--- config.mk ---
export PLATFORM = sky130hd
export DESIGN_NAME = pr_frame_loader
export DESIGN_NICKNAME = d
export VERILOG_FILES = /design/src/rtl/pr_loader_pkg.sv /design/src/rtl/pr_cmd_parser.sv /design/src/rtl/pr_far_unit.sv /design/src/rtl/pr_iso_ctrl.sv /design/src/rtl/pr_frame_loader.sv
export SDC_FILE = /design/constraint.sdc
export NUM_CORES = 1
export LEC_CHECK = 0
export ABC_AREA = 1
export BUFFER_PORTS_ARGS = -buffer_cell sky130_fd_sc_hd__buf_2
export CORE_MARGIN = 10
export CORE_UTILIZATION = 55
export CTS_BUF_LIST = sky130_fd_sc_hd__clkbuf_8
export CTS_CLUSTER_DIAMETER = 40
export DETAILED_ROUTE_END_ITERATION = 8
export PLACE_DENSITY = 0.82
export SLEW_MARGIN = 20
export SYNTH_ARGS = -nofsm -noshare
export SYNTH_HDL_FRONTEND = slang
export SYNTH_SLANG_ARGS = --single-unit
--- constraint.sdc ---
create_clock -name clk -period 4.9 [get_ports clk]
set_input_delay 0.98 -clock clk [delete_from_list [all_inputs] [get_ports clk]]
set_output_delay 0.98 -clock clk [all_outputs]
set_load 0.02 [all_outputs]
--- src/rtl/pr_loader_pkg.sv ---
package pr_loader_pkg;

    typedef enum logic [1:0] {
        OP_CTRL   = 2'b00,
        OP_SETFAR = 2'b01,
        OP_BURST  = 2'b10,
        OP_DESYNC = 2'b11
    } op_e;

    localparam int STARTUP_BIT = 29;

    typedef struct packed {
        logic set_far;
        logic burst;
        logic desync;
        logic startup;
        logic data;
    } act_s;

    function automatic logic in_window(input logic [31:0] a,
                                       input logic [31:0] lo,
                                       input logic [31:0] hi);
        return (a >= lo) && (a <= hi);
    endfunction

endpackage

--- src/rtl/pr_cmd_parser.sv ---
module pr_cmd_parser
    import pr_loader_pkg::*;
#(
    parameter int WORD_W = 32,
    parameter int CNT_W  = 16
) (
    input  logic              clk,
    input  logic              rst,
    input  logic              in_valid,
    input  logic [WORD_W-1:0] in_word,
    output act_s              act
);
    logic [CNT_W-1:0] remain;
    op_e              op;

    always_comb begin
        op  = op_e'(in_word[WORD_W-1 -: 2]);
        act = '0;
        if (in_valid) begin
            if (remain != '0) begin
                act.data = 1'b1;
            end else begin
                case (op)
                    OP_CTRL:   act.startup = in_word[STARTUP_BIT];
                    OP_SETFAR: act.set_far = 1'b1;
                    OP_BURST:  act.burst   = (in_word[CNT_W-1:0] != '0);
                    OP_DESYNC: act.desync  = 1'b1;
                    default:   act         = '0;
                endcase
            end
        end
    end

    always_ff @(posedge clk) begin
        if (rst)            remain <= '0;
        else if (act.burst) remain <= in_word[CNT_W-1:0];
        else if (act.data)  remain <= remain - 1'b1;
    end


    burst_opens_chk: assert property (@(posedge clk) disable iff (rst)
        act.burst |=> (remain != '0));

endmodule

--- src/rtl/pr_far_unit.sv ---
module pr_far_unit
    import pr_loader_pkg::*;
#(
    parameter int FAR_W       = 10,
    parameter int FRAME_WORDS = 8,
    parameter int REGION_LO   = 16,
    parameter int REGION_HI   = 23,
    localparam int IDX_W      = $clog2(FRAME_WORDS)
) (
    input  logic             clk,
    input  logic             rst,
    input  logic             load,
    input  logic [FAR_W-1:0] load_val,
    input  logic             advance,
    output logic [FAR_W-1:0] far,
    output logic [IDX_W-1:0] idx,
    output logic             far_ok,
    output logic             load_ok
);
    localparam logic [IDX_W-1:0] LAST_IDX = IDX_W'(FRAME_WORDS - 1);

    assign far_ok  = in_window(32'(far), 32'(REGION_LO), 32'(REGION_HI));
    assign load_ok = in_window(32'(load_val), 32'(REGION_LO), 32'(REGION_HI));

    always_ff @(posedge clk) begin
        if (rst) begin
            far <= '0;
            idx <= '0;
        end else if (load) begin
            far <= load_val;
            idx <= '0;
        end else if (advance) begin
            if (idx == LAST_IDX) begin
                idx <= '0;
                far <= far + 1'b1;
            end else begin
                idx <= idx + 1'b1;
            end
        end
    end

endmodule

--- src/rtl/pr_iso_ctrl.sv ---
module pr_iso_ctrl #(
    parameter int               OUT_W    = 8,
    parameter logic [OUT_W-1:0] SAFE_VAL = '0
) (
    input  logic             clk,
    input  logic             rst,
    input  logic             write_fire,
    input  logic             desync,
    input  logic [OUT_W-1:0] region_out,
    output logic [OUT_W-1:0] static_out,
    output logic             iso,
    output logic             region_rst
);
    always_ff @(posedge clk) begin
        if (rst) begin
            iso        <= 1'b0;
            region_rst <= 1'b0;
        end else begin
            region_rst <= desync && iso && !region_rst;
            if (write_fire)      iso <= 1'b1;
            else if (region_rst) iso <= 1'b0;
        end
    end

    assign static_out = iso ? SAFE_VAL : region_out;


    rst_single_chk: assert property (@(posedge clk) disable iff (rst)
        region_rst |=> !region_rst);


    iso_release_chk: assert property (@(posedge clk) disable iff (rst)
        (region_rst && !write_fire) |=> !iso);

endmodule

--- src/rtl/pr_frame_loader.sv ---
module pr_frame_loader
    import pr_loader_pkg::*;
#(
    parameter int               WORD_W      = 32,
    parameter int               CNT_W       = 16,
    parameter int               FAR_W       = 10,
    parameter int               FRAME_WORDS = 8,
    parameter int               REGION_LO   = 16,
    parameter int               REGION_HI   = 23,
    parameter int               OUT_W       = 8,
    parameter logic [OUT_W-1:0] SAFE_VAL    = '0,
    localparam int              IDX_W       = $clog2(FRAME_WORDS)
) (
    input  logic              clk,
    input  logic              rst,
    input  logic              in_valid,
    input  logic [WORD_W-1:0] in_word,
    input  logic [OUT_W-1:0]  region_out,
    output logic [OUT_W-1:0]  static_out,
    output logic              mem_we,
    output logic [FAR_W-1:0]  mem_frame,
    output logic [IDX_W-1:0]  mem_word,
    output logic [WORD_W-1:0] mem_data,
    output logic              iso_active,
    output logic              region_rst,
    output logic              err_range,
    output logic              err_startup
);
    act_s             act;
    logic [FAR_W-1:0] far;
    logic [IDX_W-1:0] idx;
    logic             far_ok;
    logic             load_ok;
    logic             write_fire;

    pr_cmd_parser #(.WORD_W(WORD_W), .CNT_W(CNT_W)) u_parser (
        .clk(clk), .rst(rst), .in_valid(in_valid), .in_word(in_word), .act(act)
    );

    pr_far_unit #(
        .FAR_W(FAR_W), .FRAME_WORDS(FRAME_WORDS),
        .REGION_LO(REGION_LO), .REGION_HI(REGION_HI)
    ) u_far (
        .clk(clk), .rst(rst),
        .load(act.set_far), .load_val(in_word[FAR_W-1:0]),
        .advance(act.data),
        .far(far), .idx(idx), .far_ok(far_ok), .load_ok(load_ok)
    );

    assign write_fire = act.data && far_ok;

    pr_iso_ctrl #(.OUT_W(OUT_W), .SAFE_VAL(SAFE_VAL)) u_iso (
        .clk(clk), .rst(rst),
        .write_fire(write_fire), .desync(act.desync),
        .region_out(region_out), .static_out(static_out),
        .iso(iso_active), .region_rst(region_rst)
    );

    always_ff @(posedge clk) begin
        if (rst) begin
            mem_we      <= 1'b0;
            mem_frame   <= '0;
            mem_word    <= '0;
            mem_data    <= '0;
            err_range   <= 1'b0;
            err_startup <= 1'b0;
        end else begin
            mem_we <= write_fire;
            if (write_fire) begin
                mem_frame <= far;
                mem_word  <= idx;
                mem_data  <= in_word;
            end
            if ((act.data && !far_ok) || (act.set_far && !load_ok))
                err_range <= 1'b1;
            if (act.startup)
                err_startup <= 1'b1;
        end
    end


    write_isolated_chk: assert property (@(posedge clk) disable iff (rst)
        mem_we |-> iso_active);


    write_in_window_chk: assert property (@(posedge clk) disable iff (rst)
        mem_we |-> ((32'(mem_frame) >= 32'(REGION_LO)) && (32'(mem_frame) <= 32'(REGION_HI))));


    startup_dropped_chk: assert property (@(posedge clk) disable iff (rst)
        act.startup |=> (err_startup && !mem_we && !region_rst));


    range_sticky_chk: assert property (@(posedge clk) disable iff (rst)
        err_range |=> err_range);

endmodule

==> impl_metrics.csv <==
group,metric,value,unit
logic_synthesis,async_reset_ff_frac,0,
clock_tree,clk_latency,0.36,ns
clock_tree,cts.sinks,79,
place,dp_hpwl,8300,um
die,coreArea,7210,um2
sta,fin_crit_sh,0.545,
logic_synthesis,synthesis.instances,595,
setup_path,startpoint_type,"flop",
sta,whs,0.440,ns
route,wl_met3,780,um
run_status,outcome,"finished clean",
sta,timing.setup.tns,0,ns
global_route,grt_max_degree,58,
pwr,fin_total_pwr,2290,uW
logic_synthesis,synth-seq-area-share,0.388,
logic_synthesis,synth_area,4070,um2
global_route,overflow,0,
logic_synthesis,syn_avg_cell_area,6.84,um2
sta,fin_crit,2.67,ns
setup_path,arrival,2.95,ns
die,rows,31,
logic_synthesis,synthMuxAreaShare,0,
route,drtIter0Drc,354,
logic_synthesis,yosys-top-cells-count,"nand2_1 (174), dfxtp_1 (79), nor2_1 (77)",
final_layout,area_growth_syn_to_layout,16.6,%
clock_tree,htree_num_levels,3,
route,dr_total_vias,4044,
sta,grt_setup_unrepaired,"false",
sta,hold_viol,0,
route,wl_met1,5010,um
route,routedWlPerCell,14.5,um
clock_tree,ctsHoldBuffers,0,
place,port_buffers,100,
logic_synthesis,synth_cell_type_count,32,
route,drt-total-wl,11400,um
sta,skew,0.0115,ns
clock_tree,cts_root_buf,"clkbuf_8",
logic_synthesis,synthTopCellsByArea,"dfxtp_1 (39%), nand2_1 (16%), nor2_1 (7.1%)",
clock_tree,clk_pin_slew,0.08,ns
die,die_h,106,um
sta,worstMarginPinSlew,0.737,ns
logic_synthesis,synth_top_cell_area_share,0.388,
logic_synthesis,synth-edff-count,0,
die,die_area,11200,um2
logic_synthesis,yosys.area_share.simple,0.363,
clock_tree,cts_tree,"done",
route,met2WireLength,5350,um
die,start_util,0.565,
logic_synthesis,yosysTopAreaCell,"dfxtp_1",
logic_synthesis,synth_compound_area_frac,0.101,
logic_synthesis,synth_top_family_by_area,"simple AND/OR/NAND/NOR gates",
setup_path,path_cells,"inv_1, ha_1, nand2_1, nor2_2, nand2_4, nand2_8, inv_4, nand2_4, inv_2, nand2_1, a21oi_2",
logic_synthesis,synth_fp_nets,644,
route,dr.pass1.iters,5,
die,die_x,106,um
route,ant_nets,0,
clock_tree,post_cts_resized,0,
sta,setup_viol,0,
pwr,power_density,483,nW/um2
logic_synthesis,synth_seq_cells,79,
sta,slew_headroom,0.508,
setup_path,path_delay_family,"simple AND/OR/NAND/NOR gates",
logic_synthesis,yosysWarnings,0,
sta,drv_slew,0,
setup_path,required,5.18,ns
final_layout,drive_above_1_share,0.240,
setup_path,max_stage_delay,0.62,ns
route,via_per_inst,5.14,
final_layout,n_antenna_cell,0,
clock_tree,postCtsSetupBuffers,0,
global_route,grt_pass1_wl,18800,um
clock_tree,clock_path_buffers,2,
global_route,grt_use_total,0.200,
global_route,grt_pass1_vias,3897,
sta,max_freq,374,MHz
die,io_pins,101,
logic_synthesis,synth_xor_area_frac,0.0172,
route,drc,0,
setup_path,critPathSlowestCell,"inv_2",
place,place_congestion,0.922,
setup_path,crit_type,"reg2reg",
global_route,antenna_found_initial,0,
setup_path,critPathMaxFanout,47,
pwr,p_leak,0.00234,uW
logic_synthesis,synthFlopType,"dfxtp_1",
clock_tree,cts_buffers,9,
logic_synthesis,synthAdderAreaFrac,0.0184,
logic_synthesis,synth.most_common_cell,"nand2_1",
route,highest_layer,"met4",
final_layout,nets,732,
job,cap_violations,0,
worst_hold_path,hold_path_class,"reg2reg",
setup_path,critPathBufInv,3,
setup_path,critPathCaptureType,"flop",
setup_path,regToRegSetupSlack,2.23,ns
pwr,vdd_drop_max,0.469,mV
-- logic make-up (layout without fill, tap and decap cells) --
family,count (synthesis),in the layout
AOI/OAI and AO/OA,63,63
xor gates and xnor gates,8,8
adders and majority gates,6,6
buffers and inverters,97,190
DFF,79,79
and+or+nand+nor,342,342
-- cells in the final DEF, fill, tap and decap left out --
cell | netlist | final
nand2_1 | 174 | 174
buf_2 | 5 | 100
dfxtp_1 | 79 | 79
nor2_1 | 77 | 77
inv_1 | 71 | 72
nand3_1 | 55 | 55
a21oi_1 | 25 | 25
a21oi_2 | 24 | 24
nand2_2 | 13 | 13
o21ai_0 | 11 | 11
clkbuf_8 | 0 | 9
nand4_1 | 8 | 8
xor2_1 | 6 | 6
ha_1 | 6 | 6
nor2_2 | 4 | 4
nor3_1 | 3 | 3
nor2_4 | 2 | 2
nand2_4 | 2 | 2
xnor2_1 | 2 | 2
clkinvlp_4 | 0 | 2
inv_6 | 0 | 2
bufinv_16 | 0 | 2
nand2_8 | 1 | 1
inv_4 | 1 | 1
inv_2 | 1 | 1
o21a_1 | 1 | 1
nor4_1 | 1 | 1
o21bai_1 | 1 | 1
nand4_2 | 1 | 1
nand3b_1 | 1 | 1
a31oi_1 | 1 | 1
buf_4 | 2 | 1
-- final cells by class --
class / instances / area (um2)
Clock buffer: 9 / 124
Clock inverter: 7 / 96.3
Fill cell: 686 / 2470
Inverter: 73 / 277
Multi-Input combinational cell: 419 / 2040
Sequential cell: 79 / 1580
Tap cell: 99 / 124
Timing Repair Buffer: 101 / 508
-- worst paths after layout --
| kind | startpoint | cells after the start | to |
|---|---|---|---|
| worst max-delay path | u_parser.remain[0]$_SDFFE_PP0P_ | 11 | mem_data[10]$_SDFFE_PP0P_ |
| worst min-delay path | mem_frame[5]$_SDFFE_PP0P_ | 2 | mem_frame[5]$_SDFFE_PP0P_ |
| worst max register to register | u_parser.remain[0]$_SDFFE_PP0P_ | 11 | mem_data[10]$_SDFFE_PP0P_ |
| worst min register to register | mem_frame[5]$_SDFFE_PP0P_ | 2 | mem_frame[5]$_SDFFE_PP0P_ |
-- worst register-to-register path, cell delays in order (launching register included) --
cell,delay (ns)
dfxtp_1,0.35
inv_1,0.08
ha_1,0.22
nand2_1,0.08
nor2_2,0.05
nand2_4,0.15
nand2_8,0.14
inv_4,0.21
nand2_4,0.36
inv_2,0.63
nand2_1,0.16
a21oi_2,0.17
-- flip-flops by register name, summed over array words and instances (netlist names), 3 cells and up --
signal,count
mem_data,32
mem_frame,10
mem_word,3
u_far.far,10
u_far.idx,3
u_parser.remain,16
-- where the power goes --
part	switching (uW)	total, uW	internal, uW
registers	77.3	795	718
clock network	255	544	289
logic	641	952	311
total	973	2290	1320
-- per-stage QoR --
step	area (um2)	worst slack (ns)	instances	utilization
6_report	4750	2.23	787	0.658
5_1_grt	4750	2.00	787	0.658
4_1_cts	4750	2.23	787	0.658
3_5_place_dp	4530	1.93	771	0.627
3_3_place_gp	4530	2.05	771	0.627
2_1_floorplan	4070	2.64	595	-
-- metal layers --
metal / track usage / up-vias
met1: 0.242 / 1834
met2: 0.337 / 151
met4: 0.0803 / 0
li1: - / 2030
met3: 0.0423 / 29
met5: 0 / -
Power figures use the tool's default switching activity.
